--- src/rtl/bwd_pkg.sv ---
package bwd_pkg;

  localparam int ADDR_W = 16;
  localparam int DATA_W = 8;
  localparam int PAGE_W = 4;
  localparam int SLOT_W = 6;

  localparam logic [SLOT_W-1:0] SLOT_BANK = 6'b010010;
  localparam logic [SLOT_W-1:0] SLOT_PS2  = 6'b010100;
  localparam logic [SLOT_W-1:0] SLOT_TXD  = 6'b011001;
  localparam logic [SLOT_W-1:0] SLOT_STAT = 6'b011000;

  // first page number served by the switchable RAM banks
  localparam logic [PAGE_W-1:0] BANKED_FIRST_PAGE = 4'h4;

  typedef struct packed {
    logic ram;
    logic rom;
    logic cf;
    logic bank;
    logic ps2;
    logic txd;
    logic stat;
  } sel_t;

  localparam int SEL_N = $bits(sel_t);

endpackage

--- src/rtl/bwd_rst_sync.sv ---
module bwd_rst_sync #(
  parameter int STAGES = 2
) (
  input  logic clk,
  input  logic rst_n,
  output logic rst_sync_n
);

  logic [STAGES-1:0] chain_q;
  logic [STAGES-1:0] chain_d;

  always_comb begin
    chain_d = {chain_q[STAGES-2:0], 1'b1};
  end

  always_ff @(posedge clk or negedge rst_n) begin
    if (!rst_n) begin
      chain_q <= '0;
    end else begin
      chain_q <= chain_d;
    end
  end

  assign rst_sync_n = chain_q[STAGES-1];

endmodule

--- src/rtl/bwd_region_decode.sv ---
module bwd_region_decode
  import bwd_pkg::*;
#(
  parameter int AW = ADDR_W
) (
  input  logic [AW-1:0] addr,
  output sel_t          sel,
  output logic          banked_span
);

  localparam int PAGE_LSB = AW - PAGE_W;

  logic [PAGE_W-1:0] page;
  logic [SLOT_W-1:0] slot;
  logic              io_page;
  logic              reg_group;

  always_comb begin
    page      = addr[AW-1:PAGE_LSB];
    slot      = addr[SLOT_W-1:0];
    io_page   = &page;
    reg_group = (slot[SLOT_W-1 -: 2] == 2'b01);

    sel       = '0;
    sel.ram   = !io_page;
    sel.rom   = io_page && slot[SLOT_W-1];
    sel.cf    = io_page && (slot[SLOT_W-1 -: 2] == 2'b00);
    sel.bank  = io_page && reg_group && (slot == SLOT_BANK);
    sel.ps2   = io_page && reg_group && (slot == SLOT_PS2);
    sel.txd   = io_page && reg_group && (slot == SLOT_TXD);
    sel.stat  = io_page && reg_group && (slot == SLOT_STAT);

    banked_span = !io_page && (page >= BANKED_FIRST_PAGE);
  end

endmodule

--- src/rtl/bwd_bank_reg.sv ---
module bwd_bank_reg
  import bwd_pkg::*;
#(
  parameter int DW = DATA_W
) (
  input  logic          clk,
  input  logic          rst_sync_n,
  input  logic          hit,
  input  logic          wr_en,
  input  logic          rd_en,
  input  logic [DW-1:0] wdata,
  output logic          bank_q,
  output logic [DW-1:0] rdata
);

  logic load_en;
  logic bank_d;

  always_comb begin
    load_en = hit && wr_en;
    bank_d  = load_en ? wdata[0] : bank_q;
  end

  always_ff @(posedge clk or negedge rst_sync_n) begin
    if (!rst_sync_n) begin
      bank_q <= 1'b0;
    end else if (load_en) begin
      bank_q <= bank_d;
    end
  end

  always_comb begin
    rdata = '0;
    if (hit && rd_en) begin
      rdata[0] = bank_q;
    end
  end

  // a qualified write lands data bit 0 on the next cycle
  p_bank_load_r7 : assert property (@(posedge clk) disable iff (!rst_sync_n)
    (hit && wr_en) |=> (bank_q == $past(wdata[0])));

  // without a qualified write the stored bit holds
  p_bank_hold_r11 : assert property (@(posedge clk) disable iff (!rst_sync_n)
    !(hit && wr_en) |=> $stable(bank_q));

  // upper read bits are always zero
  p_rdata_upper_r10 : assert property (@(posedge clk) disable iff (!rst_sync_n)
    rdata[DW-1:1] == '0);

endmodule

--- src/rtl/bus_window_decoder.sv ---
module bus_window_decoder
  import bwd_pkg::*;
#(
  parameter int AW         = ADDR_W,
  parameter int DW         = DATA_W,
  parameter int RST_STAGES = 2
) (
  input  logic          clk,
  input  logic          rst_n,
  input  logic [AW-1:0] addr,
  input  logic [DW-1:0] wdata,
  input  logic          rd_en,
  input  logic          wr_en,
  output logic          ram_sel,
  output logic          ram_bank_line,
  output logic          rom_sel,
  output logic          cf_sel,
  output logic          bank_reg_sel,
  output logic          ps2_ctl_sel,
  output logic          ser_tx_sel,
  output logic          ser_stat_sel,
  output logic [DW-1:0] rdata
);

  logic             rst_sync_n;
  sel_t             sel;
  logic             banked_span;
  logic             bank_q;
  logic [SEL_N-1:0] sel_vec;

  bwd_rst_sync #(.STAGES(RST_STAGES)) u_rst (
    .clk        (clk),
    .rst_n      (rst_n),
    .rst_sync_n (rst_sync_n)
  );

  bwd_region_decode #(.AW(AW)) u_dec (
    .addr        (addr),
    .sel         (sel),
    .banked_span (banked_span)
  );

  bwd_bank_reg #(.DW(DW)) u_bank (
    .clk        (clk),
    .rst_sync_n (rst_sync_n),
    .hit        (sel.bank),
    .wr_en      (wr_en),
    .rd_en      (rd_en),
    .wdata      (wdata),
    .bank_q     (bank_q),
    .rdata      (rdata)
  );

  always_comb begin
    sel_vec       = sel;
    ram_sel       = sel.ram;
    rom_sel       = sel.rom;
    cf_sel        = sel.cf;
    bank_reg_sel  = sel.bank;
    ps2_ctl_sel   = sel.ps2;
    ser_tx_sel    = sel.txd;
    ser_stat_sel  = sel.stat;
    ram_bank_line = sel.ram && banked_span && bank_q;
  end

  // never two selects at once
  p_sel_exclusive_r6 : assert property (@(posedge clk) disable iff (!rst_sync_n)
    $onehot0(sel_vec));

  // the top page never reaches the RAM
  p_no_ram_top_page_r1 : assert property (@(posedge clk) disable iff (!rst_sync_n)
    (&addr[AW-1 -: PAGE_W]) |-> !ram_sel);

  // the common low region always uses bank 0
  p_common_bank0_r9 : assert property (@(posedge clk) disable iff (!rst_sync_n)
    (addr[AW-1 -: 2] == 2'b00) |-> !ram_bank_line);

  // the bank line only ever accompanies a RAM access
  p_bank_line_needs_ram_r9 : assert property (@(posedge clk) disable iff (!rst_sync_n)
    ram_bank_line |-> ram_sel);

endmodule

--- config.mk ---
export PLATFORM = sky130hd
export DESIGN_NAME = bus_window_decoder
export DESIGN_NICKNAME = d
export VERILOG_FILES = /design/src/rtl/bwd_pkg.sv /design/src/rtl/bwd_rst_sync.sv /design/src/rtl/bwd_region_decode.sv /design/src/rtl/bwd_bank_reg.sv /design/src/rtl/bus_window_decoder.sv
export SDC_FILE = /design/constraint.sdc
export NUM_CORES = 1
export LEC_CHECK = 0
export CORE_AREA = 8 8 45 47
export CTS_CLUSTER_DIAMETER = 50
export CTS_CLUSTER_SIZE = 12
export DETAILED_ROUTE_END_ITERATION = 16
export DIE_AREA = 0 0 53 55
export PLACE_DENSITY = 0.76
export RECOVER_POWER = 50
export SLEW_MARGIN = 25
export SYNTH_ARGS = -nofsm -noshare
export SYNTH_HDL_FRONTEND = slang
export SYNTH_SLANG_ARGS = --single-unit
--- constraint.sdc ---
create_clock -name clk -period 1.8 [get_ports clk]
set_clock_uncertainty 0.1 [all_clocks]
set_input_delay 0.18 -clock clk [delete_from_list [all_inputs] [get_ports clk]]
set_output_delay 0.18 -clock clk [all_outputs]
set_load 0.05 [all_outputs]
# After elaboration in Yosys (flattened, before gate mapping)
# Cells that the tools add are included.
# op_classes
reduce_logical	15
n_mux	1
magnitude_cmp	1
n_eq_ne	5
# op_table
operator	n
equality test 6 x 5 -> 1 bit, second input constant	4
logical AND 1 bit	12
greater-or-equal comparator 4 x 3 -> 1 bit, second input constant	1
AND reduction 4 bit	1
equality test 2 x 1 -> 1 bit, second input constant	1
zero test 2 bit	1
zero test 1 bit	1
2-to-1 mux 1 bit	1
# totals
register_bits	3
output_inout_bits	16
elab_cells	24

# Depth between registers and ports, before layout
# depth
word_depth	5
depth_mapped	3
depth_no_buf	3

# Hierarchy
# A second synthesis with hierarchy kept.
# unflattened
hier_cells	29
area_unflattened_um2	271.5
# modules_own_cells
module	cells_per_inst	n_inst	seq_area_each_um2	area_per_inst_um2
bwd_bank_reg	12	1	25.0	107.6
bwd_region_decode	13	1	0.0	103.8
bwd_rst_sync	3	1	50.0	53.8
bus_window_decoder	1	1	0.0	6.3

# Worst setup path after synthesis
# No wires, ideal clock.
# synth_path
path_kind	input port to output port
start	input addr[12]
end	output rdata[0]
n_path_buf	0
arrival_ns	2.520
slack_ns	-1.000
required_ns	1.520
path_stages	3
path_cell_list	nand4_2 -> nor3_1 -> and3_1
# synth_between
elab_chain_cells	5
# synth_lines
item	line_no	rtl
start, declared	bus_window_decoder.sv:10	input logic [AW-1:0] addr,
AND reduction 4 bit	bwd_region_decode.sv:21	io_page = &page;
logical AND 1 bit (2 in series)	bwd_region_decode.sv:28	sel.bank = io_page && reg_group && (slot == SLOT_BANK);
via bank_reg_sel	bus_window_decoder.sv:18	output logic bank_reg_sel,
logical AND 1 bit	bwd_bank_reg.sv:34	if (hit && rd_en) begin
2-to-1 mux 1 bit	bwd_bank_reg.sv:34	
end, declared	bus_window_decoder.sv:22	output logic [DW-1:0] rdata
# The timed path passes the listed nets, and every way through them passes these cells.

# Final worst setup path
# layout_path
start	input addr[14]
end	output ps2_ctl_sel
# layout_between
elab_chain_cells	3
# layout_lines
item	line_no	rtl
AND reduction 4 bit	bwd_region_decode.sv:21	
logical AND 1 bit (2 in series)	bwd_region_decode.sv:29	sel.ps2 = io_page && reg_group && (slot == SLOT_PS2);
end, declared	bus_window_decoder.sv:19	output logic ps2_ctl_sel,
# Every way passes these cells.

==> flow_summary.toml <==
[critical_path]
cpLargestDelayFamily = "buffers and inverters"
path_cells = "clkdlybuf4s50_1, nand4_4, buf_4, nor3_2, buf_12"
critPathKind = "input port to output pin"
cp_max_fo = 5
crit_required_ns = 1.52
startpoint_type = "input port"
reg2reg_slack_ns = 0.92
crit_arrival_ns = 1.47
cpMaxStageDelayCell = "clkdlybuf4s50_1"
path_depth = 5
max_stage_delay_ns = 0.52
end_kind = "output pin"
ff2ff_path_depth = 1
critPathBufInv = 3

[pwr]
switchingPower_mw = 0.0943
p_comb_share_pct = 34.6
power_leakage_nw = 0.335
sw_frac_of_total_pct = 32.7
ir_drop_mv = 0.336
clockPowerShare_pct = 40.8
p_total_mw = 0.288
pwr-share-seq_pct = 24.7
p_int_mw = 0.194
p_per_area_mw_per_mm2 = 415

[timing]
finalSetupTns_ns = 0
max_freq_mhz = 573
hold_viol = 0
drv_slew = 0
setup_viol = 0
period_share_pct = 96.9
rsz0062_at_grt = "no"
finalWorstPathRequiredPeriod_ns = 1.75

[floorplan]
die_h_um = 55
die_area_mm2 = 0.00292
ioPinCount = 44
start_util_pct = 19.9
die_w_um = 53
fp.coreArea_mm2 = 0.00138
num_rows = 14

[flow_run]
drv_cap = 0

[grt]
grt_pass1_wl_um = 1420
grt_pass1_vias = 356
grt_usage_pct = 6.62
grt_overflow_total = 0
grt_max_degree = 6
antenna_found_initial = 0

[logic_synthesis]
synthTopCellsByCount = "buf_4 (7), dfrtp_1 (3), nor2_1 (3), nor3_1 (3)"
synthMostInstantiatedCell = "buf_4"
yosysUniqueCellTypes = 15
yosys-top-cells-area = "dfrtp_1 (27%), buf_4 (19%), nor4_4 (7.7%), nor3_1 (5.5%), and3_1 (4.5%)"
yosysTopAreaCellShare_pct = 27.3
yosys.area.top_type = "dfrtp_1"
ys_seq_elements = 3
synth_edf_count = 0
syn_area_um2 = 275
synth.avg_cell_area_um2 = 9.18
yosysSeqAreaShare_pct = 27.3
postSynthCellCount = 30
synthFlopType = "dfrtp_1"
async_flop_share_pct = 100
yosysWarnings = 0

[routing]
ant_nets = 0
wl_per_cell_um = 10.7
drt_iter0_drc = 1
viasPerCell = 4.01
post-route-drc-count = 0
wl_um = 877
num_vias = 329
drt-pass1-iter-count = 2

[clocking]
cts_tree = "done"
clockBufferDepth = 2
insertion_delay_ns = 0.23
htreeDepth = 1
clkSinkCount = 3
cts_made_buffers = 3
clk_pin_slew_worst_paths_ns = 0.03
cts_root_buf = "clkbuf_4"

[finish]
nets = 95
nFillCells = 139
area_growth_pct = 152
num_antenna_cells = 0
drive_above_1_share_pct = 43.9

[outcome]
status = "complete, no violations"

[placed_design]
io_buffer_count = 23
gp_congestion = 0.683

[worst_hold_path]
hp-class = "input port to async pin"
-- cell usage in the layout (no fill, tap or decap) --
master | synthesis | layout
and4b_1 | 1 | 1
clkbuf_4 | 0 | 3
buf_12 | 0 | 7
dlygate4sd2_1 | 0 | 6
conb_1 | 2 | 8
or3b_4 | 1 | 1
or3b_1 | 1 | 1
clkbuf_1 | 0 | 1
and3_4 | 0 | 1
nand4b_1 | 1 | 1
clkdlybuf4s50_1 | 0 | 7
buf_4 | 7 | 11
nand4_4 | 0 | 1
o211a_1 | 1 | 1
nor2_1 | 3 | 2
nor3_4 | 0 | 1
and3_1 | 2 | 1
dfrtp_1 | 3 | 3
inv_1 | 2 | 2
nor2_2 | 0 | 1
nor3_2 | 0 | 2
mux2_1 | 1 | 1
nor4_4 | 1 | 1
dlygate4sd3_1 | 0 | 2
-- logic make-up after synthesis --
| kind of cell | count (synthesis) | synth area share (%) |
|---|---|---|
| multiplexers | 1 | 4.09 |
| other | 2 | 2.73 |
| buffers and inverters | 9 | 21.8 |
| AO/OA/AOI/OAI | 1 | 3.64 |
| AND/OR/NAND/NOR | 14 | 40.5 |
| flip-flops | 3 | 27.3 |
-- state kept, by name, summed over array words and instances (netlist names) --
name	count
u_rst.chain_q	2
u_bank.bank_q	1
-- cell type report --
class                           count  area (um2)  share of cell area [%]
Timing Repair Buffer               33         365                    52.6
Multi-Input combinational cell     24         200                    28.8
Sequential cell                     3        75.1                    10.8
Clock buffer                        4        26.3                    3.78
Tap cell                           16        20.0                    2.88
Inverter                            2        7.51                    1.08
-- per-layer routing --
layer | global-route usage [%] | part of all wire (%) | vias up
li1 | - | - | 160
met2 | 8.98 | 36 | 30
met4 | 5.17 | 1.1 | 0
met1 | 7.01 | 42 | 137
met5 | 0 | 0 | -
met3 | 4.55 | 20 | 2
-- timing repair --
action | 4_1_cts | 5_1_grt
resized for setup | 10 | 0
buffers inserted | 2 | 0
hold buffers | 1 | 0
hold endpoints to repair | 1 | 0
setup endpoints to repair | 5 | 0
-- path summary, 6_finish.rpt --
| check | start | end |
|---|---|---|
| worst max-delay path | addr[14] | ps2_ctl_sel |
| worst min-delay path | rst_n | u_rst.chain_q[0] |
| worst max register to register | u_bank.bank_q | u_bank.bank_q |
| worst min register to register | u_rst.chain_q[0] | u_rst.chain_q[1] |
| max in group asynchronous | u_rst.chain_q[1] | u_bank.bank_q |
| min in group clk | u_rst.chain_q[0] | u_rst.chain_q[1] |
-- power by group through the flow --
| stage | clock network [mW] | logic [mW] | registers, mW |
|---|---|---|---|
| detailed placement | 0 | 0.0980 | 0.0723 |
| global route | 0.128 | 0.106 | 0.0716 |
| CTS | 0.124 | 0.101 | 0.0713 |
| finish | 0.117 | 0.0996 | 0.0711 |
| global placement | 0 | 0.0971 | 0.0722 |
| floorplan | 0 | 0.0605 | 0.0719 |
-- stage by stage --
step | setup WS (ns) | utilization [%] | hold WS [ns] | std cells | instance area (um2)
6_report | 0.0550 | 50.2 | 0.0830 | 82 | 694
5_1_grt | 0.00633 | 50.2 | 0.0861 | 82 | 694
4_1_cts | 0.0281 | 50.4 | 0.00775 | 82 | 697
3_5_place_dp | -0.117 | 45.8 | -0.0986 | 75 | 634
3_3_place_gp | -0.0904 | 45.8 | -0.103 | 75 | 634
2_1_floorplan | -0.362 | - | -0.216 | 36 | 319
No activity file was read; power rests on OpenSTA's default activity.
